### src/rtl/irq_entry_pkg.sv
// Package: shared types of the interrupt entry sequencer.
// Assumes nothing; holds only the state encoding used by control and bus logic.
package irq_entry_pkg;

    typedef enum logic [2:0] {
        ST_IDLE     = 3'd0,
        ST_VEC_RD   = 3'd1,
        ST_PUSH_PC  = 3'd2,
        ST_PUSH_CCR = 3'd3,
        ST_LOAD_PC  = 3'd4
    } seq_state_e;

endpackage

### src/rtl/irq_entry_ctrl.sv
// Module: irq_entry_ctrl
// Walks the entry sequence: idle, two table reads, two PC writes,
// two CCR writes, one completion cycle. Each bus state holds two byte
// beats selected by 'lane'; a beat ends only on an edge with mem_rdy.
// Assumes mem_rdy is sampled only while a bus state is active.
module irq_entry_ctrl
    import irq_entry_pkg::*;
(
    input  logic       clk,
    input  logic       rst_n,
    input  logic       irq_req,
    input  logic       gie,
    input  logic       mem_rdy,
    output seq_state_e state,
    output logic       lane,
    output logic       accept,
    output logic       xfer,
    output logic       gie_clr,
    output logic       done
);

    seq_state_e state_nxt;
    logic       bus_state;
    logic       last_beat;

    // Purpose: decide whether a request is taken this cycle.
    always_comb begin
        accept = (state == ST_IDLE) && irq_req && gie;
    end

    // Purpose: flag the states that own the bus and a finished beat.
    always_comb begin
        bus_state = (state == ST_VEC_RD) || (state == ST_PUSH_PC) ||
                    (state == ST_PUSH_CCR);
        xfer      = bus_state && mem_rdy;
        last_beat = xfer && lane;
    end

    // Purpose: next-state selection in the fixed entry order.
    always_comb begin
        state_nxt = state;
        case (state)
            ST_IDLE:     if (accept)    state_nxt = ST_VEC_RD;
            ST_VEC_RD:   if (last_beat) state_nxt = ST_PUSH_PC;
            ST_PUSH_PC:  if (last_beat) state_nxt = ST_PUSH_CCR;
            ST_PUSH_CCR: if (last_beat) state_nxt = ST_LOAD_PC;
            ST_LOAD_PC:                 state_nxt = ST_IDLE;
            default:                    state_nxt = ST_IDLE;
        endcase
    end

    // Purpose: state, beat lane and enable-clear pulse registers.
    always_ff @(posedge clk) begin
        if (!rst_n) begin
            state   <= ST_IDLE;
            lane    <= 1'b0;
            gie_clr <= 1'b0;
        end else begin
            state   <= state_nxt;
            gie_clr <= accept;
            if (xfer) begin
                lane <= ~lane;
            end else if (state == ST_IDLE) begin
                lane <= 1'b0;
            end
        end
    end

    // Purpose: completion pulse lasts exactly the single load cycle.
    always_comb begin
        done = (state == ST_LOAD_PC);
    end

endmodule

### src/rtl/irq_entry_ctx.sv
// Module: irq_entry_ctx
// Holds the context frozen at acceptance (vector, PC, CCR, SP) and
// assembles the handler address from the two table bytes.
// Assumes the strobes are one-cycle and mutually exclusive.
module irq_entry_ctx #(
    parameter int BYTE_W = 8,
    parameter int VEC_W  = 7,
    localparam int WORD_W = 2 * BYTE_W
) (
    input  logic              clk,
    input  logic              rst_n,
    input  logic              accept,
    input  logic              take_hi,
    input  logic              take_lo,
    input  logic [VEC_W-1:0]  in_vec,
    input  logic [WORD_W-1:0] in_pc,
    input  logic [BYTE_W-1:0] in_ccr,
    input  logic [WORD_W-1:0] in_sp,
    input  logic [BYTE_W-1:0] rd_byte,
    output logic [VEC_W-1:0]  cap_vec,
    output logic [WORD_W-1:0] cap_pc,
    output logic [BYTE_W-1:0] cap_ccr,
    output logic [WORD_W-1:0] cap_sp,
    output logic [WORD_W-1:0] handler
);

    logic [BYTE_W-1:0] hdl_hi;
    logic [BYTE_W-1:0] hdl_lo;

    // Purpose: freeze the core context on the accepting edge.
    always_ff @(posedge clk) begin
        if (!rst_n) begin
            cap_vec <= '0;
            cap_pc  <= '0;
            cap_ccr <= '0;
            cap_sp  <= '0;
        end else if (accept) begin
            cap_vec <= in_vec;
            cap_pc  <= in_pc;
            cap_ccr <= in_ccr;
            cap_sp  <= in_sp;
        end
    end

    // Purpose: collect the big-endian handler address bytes.
    always_ff @(posedge clk) begin
        if (!rst_n) begin
            hdl_hi <= '0;
            hdl_lo <= '0;
        end else begin
            if (take_hi) hdl_hi <= rd_byte;
            if (take_lo) hdl_lo <= rd_byte;
        end
    end

    // Purpose: present the assembled handler address.
    always_comb begin
        handler = {hdl_hi, hdl_lo};
    end

endmodule

### src/rtl/irq_entry_busgen.sv
// Module: irq_entry_busgen
// Drives the byte bus from state and lane: table reads at 2*vector and
// 2*vector+1, then the PC and CCR stack writes, high byte at the lower
// address. Purely combinational; the held state keeps outputs stable.
// Assumes VEC_W + 1 <= 2*BYTE_W.
module irq_entry_busgen
    import irq_entry_pkg::*;
#(
    parameter int BYTE_W = 8,
    parameter int VEC_W  = 7,
    localparam int WORD_W = 2 * BYTE_W
) (
    input  seq_state_e        state,
    input  logic              lane,
    input  logic [VEC_W-1:0]  cap_vec,
    input  logic [WORD_W-1:0] cap_pc,
    input  logic [BYTE_W-1:0] cap_ccr,
    input  logic [WORD_W-1:0] cap_sp,
    output logic              mem_req,
    output logic              mem_we,
    output logic [WORD_W-1:0] mem_addr,
    output logic [BYTE_W-1:0] mem_wdata,
    output logic [WORD_W-1:0] sp_final
);

    logic [WORD_W-1:0] tbl_addr;
    logic [WORD_W-1:0] sp_m1;
    logic [WORD_W-1:0] sp_m2;
    logic [WORD_W-1:0] sp_m3;
    logic [WORD_W-1:0] sp_m4;

    // Purpose: form the table address, padding only when the vector is narrow.
    generate
        if (VEC_W + 1 == WORD_W) begin : g_tbl_full
            always_comb tbl_addr = {cap_vec, 1'b0};
        end else begin : g_tbl_pad
            always_comb tbl_addr = {{(WORD_W - VEC_W - 1){1'b0}}, cap_vec, 1'b0};
        end
    endgenerate

    // Purpose: stack slot addresses, wrapping modulo the address space.
    always_comb begin
        sp_m1    = cap_sp - WORD_W'(1);
        sp_m2    = cap_sp - WORD_W'(2);
        sp_m3    = cap_sp - WORD_W'(3);
        sp_m4    = cap_sp - WORD_W'(4);
        sp_final = sp_m4;
    end

    // Purpose: select the transfer of the current beat.
    always_comb begin
        mem_req   = 1'b0;
        mem_we    = 1'b0;
        mem_addr  = '0;
        mem_wdata = '0;
        case (state)
            ST_VEC_RD: begin
                mem_req  = 1'b1;
                mem_addr = tbl_addr + WORD_W'(lane);
            end
            ST_PUSH_PC: begin
                mem_req   = 1'b1;
                mem_we    = 1'b1;
                mem_addr  = lane ? sp_m1 : sp_m2;
                mem_wdata = lane ? cap_pc[BYTE_W-1:0] : cap_pc[WORD_W-1:BYTE_W];
            end
            ST_PUSH_CCR: begin
                mem_req   = 1'b1;
                mem_we    = 1'b1;
                mem_addr  = lane ? sp_m3 : sp_m4;
                mem_wdata = cap_ccr;
            end
            default: begin
                mem_req = 1'b0;
            end
        endcase
    end

endmodule

### src/rtl/irq_entry_seq.sv
// Module: irq_entry_seq (top)
// Interrupt entry bus master: on an enabled request it reads the handler
// address from the vector table, pushes PC and a doubled CCR byte on a
// descending stack, and returns new PC and SP with a done pulse.
// Assumes the core clears its enable on gie_clr and loads PC/SP on done.
module irq_entry_seq
    import irq_entry_pkg::*;
#(
    parameter int BYTE_W = 8,
    parameter int VEC_W  = 7
) (
    input  logic                  clk,
    input  logic                  rst_n,
    input  logic                  irq_req,
    input  logic [VEC_W-1:0]      irq_vec,
    input  logic                  gie,
    input  logic [2*BYTE_W-1:0]   cur_pc,
    input  logic [BYTE_W-1:0]     cur_ccr,
    input  logic [2*BYTE_W-1:0]   cur_sp,
    output logic                  mem_req,
    output logic                  mem_we,
    output logic [2*BYTE_W-1:0]   mem_addr,
    output logic [BYTE_W-1:0]     mem_wdata,
    input  logic [BYTE_W-1:0]     mem_rdata,
    input  logic                  mem_rdy,
    output logic [2*BYTE_W-1:0]   new_pc,
    output logic [2*BYTE_W-1:0]   new_sp,
    output logic                  gie_clr,
    output logic                  done
);

    localparam int WORD_W = 2 * BYTE_W;

    seq_state_e        state;
    logic              lane;
    logic              accept;
    logic              xfer;
    logic              busy;
    logic              take_hi;
    logic              take_lo;
    logic [VEC_W-1:0]  cap_vec;
    logic [WORD_W-1:0] cap_pc;
    logic [BYTE_W-1:0] cap_ccr;
    logic [WORD_W-1:0] cap_sp;
    logic [WORD_W-1:0] handler;

    irq_entry_ctrl u_ctrl (
        .clk     (clk),
        .rst_n   (rst_n),
        .irq_req (irq_req),
        .gie     (gie),
        .mem_rdy (mem_rdy),
        .state   (state),
        .lane    (lane),
        .accept  (accept),
        .xfer    (xfer),
        .gie_clr (gie_clr),
        .done    (done)
    );

    // Purpose: table byte strobes and the busy flag seen by the checker.
    always_comb begin
        take_hi = xfer && (state == ST_VEC_RD) && !lane;
        take_lo = xfer && (state == ST_VEC_RD) && lane;
        busy    = (state != ST_IDLE);
    end

    irq_entry_ctx #(
        .BYTE_W (BYTE_W),
        .VEC_W  (VEC_W)
    ) u_ctx (
        .clk     (clk),
        .rst_n   (rst_n),
        .accept  (accept),
        .take_hi (take_hi),
        .take_lo (take_lo),
        .in_vec  (irq_vec),
        .in_pc   (cur_pc),
        .in_ccr  (cur_ccr),
        .in_sp   (cur_sp),
        .rd_byte (mem_rdata),
        .cap_vec (cap_vec),
        .cap_pc  (cap_pc),
        .cap_ccr (cap_ccr),
        .cap_sp  (cap_sp),
        .handler (handler)
    );

    irq_entry_busgen #(
        .BYTE_W (BYTE_W),
        .VEC_W  (VEC_W)
    ) u_bus (
        .state     (state),
        .lane      (lane),
        .cap_vec   (cap_vec),
        .cap_pc    (cap_pc),
        .cap_ccr   (cap_ccr),
        .cap_sp    (cap_sp),
        .mem_req   (mem_req),
        .mem_we    (mem_we),
        .mem_addr  (mem_addr),
        .mem_wdata (mem_wdata),
        .sp_final  (new_sp)
    );

    // Purpose: the handler address becomes the new program counter.
    always_comb begin
        new_pc = handler;
    end

endmodule

### config.mk
export PLATFORM = sky130hd
export DESIGN_NAME = irq_entry_seq
export DESIGN_NICKNAME = d
export VERILOG_FILES = /design/src/rtl/irq_entry_pkg.sv /design/src/rtl/irq_entry_ctrl.sv /design/src/rtl/irq_entry_ctx.sv /design/src/rtl/irq_entry_busgen.sv /design/src/rtl/irq_entry_seq.sv
export SDC_FILE = /design/constraint.sdc
export NUM_CORES = 1
export LEC_CHECK = 0
export BUFFER_PORTS_ARGS = -buffer_cell sky130_fd_sc_hd__buf_4
export CAP_MARGIN = 15
export CELL_PAD_IN_SITES_DETAIL_PLACEMENT = 1
export CELL_PAD_IN_SITES_GLOBAL_PLACEMENT = 1
export CORE_MARGIN = 3
export CORE_UTILIZATION = 42
export CTS_BUF_LIST = sky130_fd_sc_hd__clkbuf_4
export CTS_CLUSTER_SIZE = 40
export DETAILED_ROUTE_END_ITERATION = 12
export GPL_TIMING_DRIVEN = 0
export PLACE_DENSITY = 0.95
export RECOVER_POWER = 100
export SLEW_MARGIN = 20
export SYNTH_ARGS = -nofsm -noshare
export SYNTH_HDL_FRONTEND = slang
export SYNTH_HIERARCHICAL = 1
export SYNTH_SLANG_ARGS = --single-unit
### constraint.sdc
create_clock -name clk -period 3.9 [get_ports clk]
set_clock_uncertainty 0.05 [all_clocks]
set_input_delay 0.585 -clock clk [delete_from_list [all_inputs] [get_ports clk]]
set_output_delay 0.585 -clock clk [all_outputs]
set_load 0.01 [all_outputs]
==> reports/results.tsv <==
metric	value	unit
die_w	100	µm
slew-limit-headroom	47.1	%
track_usage	23.1	%
synth-warning-count	6	
synthToLayoutAreaGrowth	25.0	%
clock_tree.htree_level_count	3	
min_period	3.74	ns
dpl_worst_slack	0.641	ns
dieArea	10000	µm²
hp-class	primary input to register	
cts_tree	done	
syn_nets	468	
final_common_cell	clkbuf_1	
cts_resized	0	
clock_path_buffers	2	
cp_max_fo	8	
ys_ff_latch	68	
synth.avg_cell_area	9.26	µm²
synth_top_area_cell	dfxtp_1	
hold_viol	0	
p_leak	1.75	nW
endpoint_kind	primary output	
synthFlopType	dfxtp_1	
dp_hpwl	9.05	mm
routed_wl	11.5	mm
ctsHoldBuffers	0	
wl_met3	894	µm
ys_types	47	
drc	0	
wl_met1	4.61	mm
grt_pass1_wl	18.5	mm
grt_antenna_before_repair	0	
power_density	348	nW/µm²
rows	33	
synth_area_leaders	dfxtp_1, mux2i_1, nor2b_1, nor2_1, a21oi_1	
wl_per_cell	17.9	µm
tns	0	ns
fin_crit_sh	95.8	%
clkLatencyLatePin	0.42	ns
post_cts_buffers	0	
crit_required	3.26	ns
nets	598	
drive_above_1_share	18.0	%
worstMarginPinSlew	0.787	ns
wl_met2	5.76	mm
ant_nets	0	
top_layer	met4	
synth_enable_flop_cells	0	
setup_violations	0	
diodes	0	
via_per_inst	5.32	
core	8420	µm²
clock_tree.root_cell	clkbuf_4	
drv_slew	0	
synth_top_area_share	36.5	%
vias	3419	
grt_pass1_vias	3733	
synthCells	403	
start_util	44.3	%
multi_input_area	2140	µm²
overflow	0	
ir_drop	0.214	mV
finalWeightedCongestion	0.903	
path_clk_slew	0.12	ns
die_height	100	µm
cts.sinks	68	
crit_arrival	3.10	ns
dr.pass1.iters	4	
rsz0062_at_grt	false	
yosysSeqAreaShare	36.5	%
portBuffers	119	
critPathLaunchType	register	
synth_area	3730	µm²
mostFrequentLayoutCells	clkbuf_1, mux2i_1, dfxtp_1	
dr.first_iter.drc_count	120	
num-fill-cells	1043	
regArea	1360	µm²
status	completed	
grt_max_degree	14	
drv_cap	0	
max_freq	268	MHz
cts_buffers	9	
layout_setup_ws	0.163	ns
async_flop_share	0	%
worstSetupPathType	register to primary output	
ios	120	
state kept, by name, summed over array words and instances, names as in the netlist:
signal / flops
u_ctx/cap_pc: 16
u_ctx/cap_sp: 16
u_ctx/cap_ccr: 8
u_ctx/hdl_hi: 8
u_ctx/hdl_lo: 8
u_ctx/cap_vec: 7
u_ctrl/state: 3
u_ctrl/gie_clr: 1
u_ctrl/lane: 1
metal layers:
layer	vias to the layer above	GRT usage, %
li1	1653	-
met1	1636	26.0
met2	110	40.5
met3	20	7.64
met4	0	8.29
met5	-	0
worst paths after layout:
check	startpoint	endpoint	slack, ns	depth (start not counted)
worst max-delay path	u_ctx/cap_sp[2]	mem_addr[14]	0.16	8
worst min-delay path	cur_sp[4]	u_ctx/cap_sp[4]	0.37	3
worst max register to register	u_ctrl/state[1]	u_ctx/cap_pc[10]	1.31	5
worst min register to register	u_ctx/cap_pc[13]	u_ctx/cap_pc[13]	0.48	2
cells by family after synthesis:
family                   after synthesis  share of synthesized area [%]
flip-flops                            68                           36.5
multiplexers                          72                           19.3
buffers and inverters                 38                           5.94
AO/OA/AOI/OAI                         44                           7.65
adder cells (fa/ha/maj)                5                           1.68
AND/OR/NAND/NOR                      160                           25.2
XOR/XNOR                              16                           3.76
synth_stat cells, types with 6 or more instances:
master and count:
a21oi_1 16, clkbuf_1 13, dfxtp_1 68, inv_1 9, mux2i_1 72, nand2_1 11, nand2b_1 7, nand3_1 7
nor2_1 29, nor2b_1 67, nor3_1 6, or4_1 8, xnor2_1 7, xor2_1 9
per-stage QoR:
stage | cell area, µm² | total power [mW] | util [%] | hold slack (ns) | cells
final | 4660 | 1.62 | 55.3 | 0.366 | 643
after global routing | 4660 | 1.71 | 55.3 | 0.345 | 643
after CTS | 4920 | 1.67 | 58.4 | 0.343 | 643
after detailed placement | 4750 | 1.13 | 56.4 | 0.461 | 627
after global placement | 4750 | 1.11 | 56.4 | 0.448 | 627
after floorplan | 3730 | 0.974 | - | 0.431 | 403
critical path: stages, from the launching register on:
cell and delay, ns:
dfxtp_1 0.41, inv_1 0.22, ha_1 0.26, or4b_1 0.45
buf_2 0.18, or4b_4 0.54, or4_1 0.42, nand2_1 0.09
buf_4 0.11
power by group:
part | internal, mW | total, mW | switching, mW
Sequential | 0.721 | 0.747 | 0.0258
Clock | 0.263 | 0.538 | 0.275
Combinational | 0.161 | 0.340 | 0.179
Total | 1.14 | 1.62 | 0.480
cell type report:
cell class,count,share of cell area (%)
multi-input cells,297,46.0
flip-flops and latches,68,29.2
repair buffers,119,15.0
well taps,105,2.82
plain buffers,28,2.60
clock inverters,7,2.12
clock buffers,9,1.45
inverters,10,0.805
Note: power is estimated with default switching activity, not from simulation.
